### src/rtl/i2c_addr_pkg.sv
package i2c_addr_pkg;

    localparam int ADDR_W = 7;
    localparam int BYTE_W = 8;

    localparam logic [ADDR_W-1:0] HDR_DEFAULT = 7'b1100001;
    localparam logic [ADDR_W-1:0] HDR_ALERT   = 7'b0001100;

    typedef enum logic [1:0] {
        HDR_NONE  = 2'd0,
        HDR_DFLT  = 2'd1,
        HDR_ALRT  = 2'd2,
        HDR_GCALL = 2'd3
    } hdr_kind_t;

    typedef struct packed {
        logic      is_dflt;
        logic      is_alert;
        logic      is_gcall;
    } hdr_flags_t;

    function automatic logic masked_eq(input logic [ADDR_W-1:0] a,
                                       input logic [ADDR_W-1:0] b,
                                       input logic [ADDR_W-1:0] dc);
        return ((a ^ b) & ~dc) == '0;
    endfunction

endpackage

### src/rtl/addr_slot_cmp.sv
module addr_slot_cmp
    import i2c_addr_pkg::*;
(
    input  logic [ADDR_W-1:0] rx_addr,
    input  logic [ADDR_W-1:0] slot_addr,
    input  logic [ADDR_W-1:0] slot_mask,
    output logic              match
);
    always_comb match = masked_eq(rx_addr, slot_addr, slot_mask);
endmodule

### src/rtl/lowest_pick.sv
module lowest_pick #(
    parameter int N  = 4,
    localparam int IW = (N > 1) ? $clog2(N) : 1
) (
    input  logic [N-1:0]  req,
    output logic          any,
    output logic [IW-1:0] idx
);
    always_comb begin
        any = |req;
        idx = '0;
        for (int i = N - 1; i >= 0; i--) begin
            if (req[i]) idx = IW'(i);
        end
    end
endmodule

### src/rtl/resv_hdr_dec.sv
module resv_hdr_dec
    import i2c_addr_pkg::*;
(
    input  logic [BYTE_W-1:0] rx_byte,
    input  logic              gc_enable,
    output hdr_flags_t        flags
);
    always_comb begin
        flags.is_dflt  = (rx_byte[BYTE_W-1:1] == HDR_DEFAULT);
        flags.is_alert = (rx_byte[BYTE_W-1:1] == HDR_ALERT);
        flags.is_gcall = gc_enable && (rx_byte == '0);
    end
endmodule

### src/rtl/i2c_multi_addr_match.sv
module i2c_multi_addr_match
    import i2c_addr_pkg::*;
#(
    parameter int NUM_SLOTS = 4,
    localparam int IW = (NUM_SLOTS > 1) ? $clog2(NUM_SLOTS) : 1
) (
    input  logic                        clk,
    input  logic                        rst,
    input  logic                        byte_vld,
    input  logic [BYTE_W-1:0]           rx_byte,
    input  logic [NUM_SLOTS*BYTE_W-1:0] own_addr,
    input  logic [NUM_SLOTS*ADDR_W-1:0] own_mask,
    input  logic                        slave_mode,
    input  logic                        manual_ack,
    input  logic                        dflt_en,
    input  logic                        alert_en,
    output logic                        hit,
    output logic [IW-1:0]               hit_idx,
    output logic                        gen_call,
    output logic                        rw,
    output logic                        ack,
    output logic                        alert_n
);

    logic [NUM_SLOTS-1:0] slot_hit;
    logic                 any_hit;
    logic [IW-1:0]        pick_idx;
    hdr_flags_t           hdr;
    hdr_kind_t            kind;
    logic                 nx_ack;

    for (genvar k = 0; k < NUM_SLOTS; k++) begin : g_slot
        addr_slot_cmp u_cmp (
            .rx_addr   (rx_byte[BYTE_W-1:1]),
            .slot_addr (own_addr[k*BYTE_W+1 +: ADDR_W]),
            .slot_mask (own_mask[k*ADDR_W +: ADDR_W]),
            .match     (slot_hit[k])
        );
    end

    lowest_pick #(.N(NUM_SLOTS)) u_pick (
        .req (slot_hit),
        .any (any_hit),
        .idx (pick_idx)
    );

    resv_hdr_dec u_hdr (
        .rx_byte   (rx_byte),
        .gc_enable (own_addr[0]),
        .flags     (hdr)
    );

    // Select which rule governs the ACK decision.
    always_comb begin
        if (manual_ack && hdr.is_dflt)
            kind = HDR_DFLT;
        else if (manual_ack && dflt_en && hdr.is_alert)
            kind = HDR_ALRT;
        else if (hdr.is_gcall)
            kind = HDR_GCALL;
        else
            kind = HDR_NONE;
    end

    always_comb begin
        unique case (kind)
            HDR_DFLT:  nx_ack = dflt_en;
            HDR_ALRT:  nx_ack = alert_en;
            HDR_GCALL: nx_ack = 1'b1;
            default:   nx_ack = any_hit;
        endcase
        if (!slave_mode) nx_ack = 1'b0;
    end

    always_ff @(posedge clk) begin
        if (rst) begin
            hit      <= 1'b0;
            hit_idx  <= '0;
            gen_call <= 1'b0;
            rw       <= 1'b0;
            ack      <= 1'b0;
            alert_n  <= 1'b1;
        end else begin
            alert_n <= ~alert_en;
            if (byte_vld) begin
                hit      <= slave_mode && any_hit;
                hit_idx  <= (slave_mode && any_hit) ? pick_idx : '0;
                gen_call <= slave_mode && hdr.is_gcall;
                rw       <= rx_byte[0];
                ack      <= nx_ack;
            end
        end
    end

endmodule

### config.mk
export PLATFORM = sky130hd
export DESIGN_NAME = i2c_multi_addr_match
export DESIGN_NICKNAME = d
export VERILOG_FILES = /design/src/rtl/i2c_addr_pkg.sv /design/src/rtl/addr_slot_cmp.sv /design/src/rtl/lowest_pick.sv /design/src/rtl/resv_hdr_dec.sv /design/src/rtl/i2c_multi_addr_match.sv
export SDC_FILE = /design/constraint.sdc
export NUM_CORES = 1
export LEC_CHECK = 0
export CELL_PAD_IN_SITES_DETAIL_PLACEMENT = 1
export CELL_PAD_IN_SITES_GLOBAL_PLACEMENT = 1
export CORE_ASPECT_RATIO = 1.2
export CORE_MARGIN = 8
export CORE_UTILIZATION = 18
export CTS_CLUSTER_SIZE = 24
export DETAILED_ROUTE_END_ITERATION = 10
export PLACE_DENSITY = 0.85
export SYNTH_ARGS = -nofsm -noshare
export SYNTH_HDL_FRONTEND = slang
export SYNTH_SLANG_ARGS = --single-unit
### constraint.sdc
create_clock -name clk -period 2.3 [get_ports clk]
set_clock_uncertainty 0.1 [all_clocks]
set_input_delay 0.575 -clock clk [delete_from_list [all_inputs] [get_ports clk]]
set_output_delay 0.575 -clock clk [all_outputs]
set_load 0.005 [all_outputs]
==> impl_results.md <==
* Port Buffers at 78
* Die Height at 87.5 um
* Number of synthesized flops with an enable pin at 0
* Final Hold Viols at 0
* Total track usage at 12.3%
* Setup Buffers After CTS at 0
* Layout fillers at 495
* Top Family by Delay on Critical Path: buffers and inverters
* # clock sinks at 7
* Crit path launch type: input pin
* Synthesized Nets at 170
* Maxcap violations at 0
* Antenna violations before repair at 0
* Layout area overhead at 139%
* Synth Instances at 95
* DRT Pass-1 Iters at 3
* Clk slew on worst S/H paths at 0.04 ns
* PwrDens at 340 mW/mm^2
* Final min period at 2.20 ns
* ANT cells at 0
* WP data arrival at 2.22 ns
* Wire per inst at 15.6 um
* Final ANT Viol Nets at 0
* Register bit total from synthesis at 7
* LEAKAGE at 0.651 nW
* Fraction of layout cells with a size suffix above 1 at 18.1%
* Worst-path cell chain: clkdlybuf4s50_1 > buf_4 > xnor2_1 > o22ai_1 > or4_1 > a21oi_2 > o32ai_2
* Yosys top cell by area: xnor2_1
* Worst skew pair latency at 0.23 ns
* Drc violations at 0
* Crit. End Element: flip-flop
* Max_slew headroom at 75.0%
* Setup CP Type: in2reg
* Max Freq at 455 MHz
* Share of the synthesized area in the top cell type at 32.0%
* Crit-path max cell delay at 0.50 ns
* Final worst-path cycle share at 95.6%
* GRT overflow at 0
* Initial Utilization at 18.4%
* Hold Path Class: reg2reg
* CP max-delay cell: or4_1
* Synth Area per Inst at 8.06 sq um
* Die Span X at 75.5 um
* # hold bufs at CTS at 0
* Core Area at 0.00416 sq mm
* Post-synthesis sequential area ratio at 18.3%
* Async SR Flop Fraction at 0%
* Cells taking the most area after synthesis: xnor2_1 (32%), dfxtp_1 (18%), o22ai_1 (11%), nor4_1 (5.7%), nand2b_1 (4.1%)
* GP Congestion at 0.696
* VDD IR max at 133 uV
* Max Slew Vio Count at 0
* CTS tree: yes
* Worst hold margin at 0.375 ns
* Row count at 26
* Layout net count at 264
* Vias in the first global route at 1355
* WP buf/inv at 2
* Final Routed Wirelength at 3.82 mm
* Layout Utilization at 44.0%
* Reg2reg setup slack at 1.14 ns
* DP HPWL at 3.33 mm
* Primary FF master, synth: dfxtp_1
* Via/cell ratio at 4.47
* Yosys synthesis warning count at 0
* Synth cell types at 25
* Layout Cell Area excl Fill at 0.00183 sq mm
* H-tree levels at 1
* First-pass GRT wire length at 6.19 mm
* Status: finished clean
* CTS Buffer Depth at 2
* Critical path fanouts, max at 6
* Initial DRC Count at 6
* Root Driver: clkbuf_8
* Final setup violation count at 0
* Largest net degree at the start of global routing at 8
* Die ar. at 0.00661 sq mm
* Mapped cell area at 766 sq um
* Post-DP Area at 0.00171 sq mm
* CTS Buf Count at 3
* Vias at 1090
* Slew @ Worst Pin at 0.372 ns
* I/O pin total at 82
* WP data required at 2.32 ns
==> cells in the final DEF (no fill, tap or decap), drive strengths merged, types with 3 or more instances in the layout <==
cell,n
clkdlybuf4s50,72
xnor2,28
buf,19
o22ai,13
nor4,8
nor2,7
dfxtp,7
nand2b,5
clkbuf,4
dlygate4sd2,3
dlymetal6s2s,3
or4,3
==> cells by family (layout without fill, tap and decap cells) <==
group	count (synthesis)	in the layout	synth area share (%)
xor+xnor	28	28	32.0
mux	1	1	1.31
simple gates	30	30	24.0
flops	7	7	18.3
compound gates	20	20	18.0
buf+inv	9	102	6.37
==> cell type report <==
type	instances	area (sq um)	share of cell area, %
multi-input combinational	79	642	35.0
clock buffer	4	45.0	2.46
tap	56	70.1	3.83
sequential	7	140	7.65
timing repair buffer	97	931	50.8
inverter	1	3.75	0.205
==> worst min-delay path, delay by kind of cell, from the launching register on <==
family          cells  cell delay, ns
flops               1            0.30
simple gates        1            0.07
compound gates      1            0.05
==> power by group <==
part	internal [mW]	total, mW	switching, mW
Sequential	0.128	0.130	0.00259
Combinational	0.207	0.315	0.108
Clock	0.120	0.177	0.0567
Total	0.455	0.622	0.168
==> cells in the mapped netlist, drive strengths merged (2+ instances only) <==
| cell type | n |
|---|---|
| xnor2 | 28 |
| o22ai | 13 |
| nor4 | 8 |
| buf | 7 |
| dfxtp | 7 |
| nor2 | 7 |
| nand2b | 5 |
| or4 | 3 |
| a21oi | 2 |
| nand4 | 2 |
| o32ai | 2 |
==> per-layer routing <==
layer,track usage [%],up-vias,share of wire (%)
met2,21.0,56,52
met1,11.9,497,36
met4,5.43,0,1.0
met3,6.22,3,11
met5,0,-,0
li1,-,534,-
==> through the flow <==
step                setup slack [ns]  TNS (ns)  power (mW)  std cells
floorplan                      0.138         0       0.241         95
global placement              -0.268     -1.03       0.425        240
detailed placement            -0.282     -1.14       0.431        240
CTS                         0.000534         0       0.611        244
global route                 -0.0287   -0.0287       0.662        244
finish                         0.101         0       0.622        244
==> worst paths after layout <==
path,startpoint,end,depth (start not counted)
setup / recovery,rx_byte[4],hit_idx[0],7
hold / removal,gen_call,gen_call,2
setup reg to reg,ack,ack,3
hold reg to reg,gen_call,gen_call,2
==> repair_timing <==
item	in CTS	in global routing
endpoints found under the hold margin	0	0
gates resized for setup	5	12
pin swaps	1	5
setup endpoints to repair	3	3
==> state kept, by name, indices dropped and copies added (netlist names) <==
signal	cells
rw	1
hit_idx	2
ack	1
gen_call	1
alert_n	1
hit	1
(Power assumes the default switching activity.)
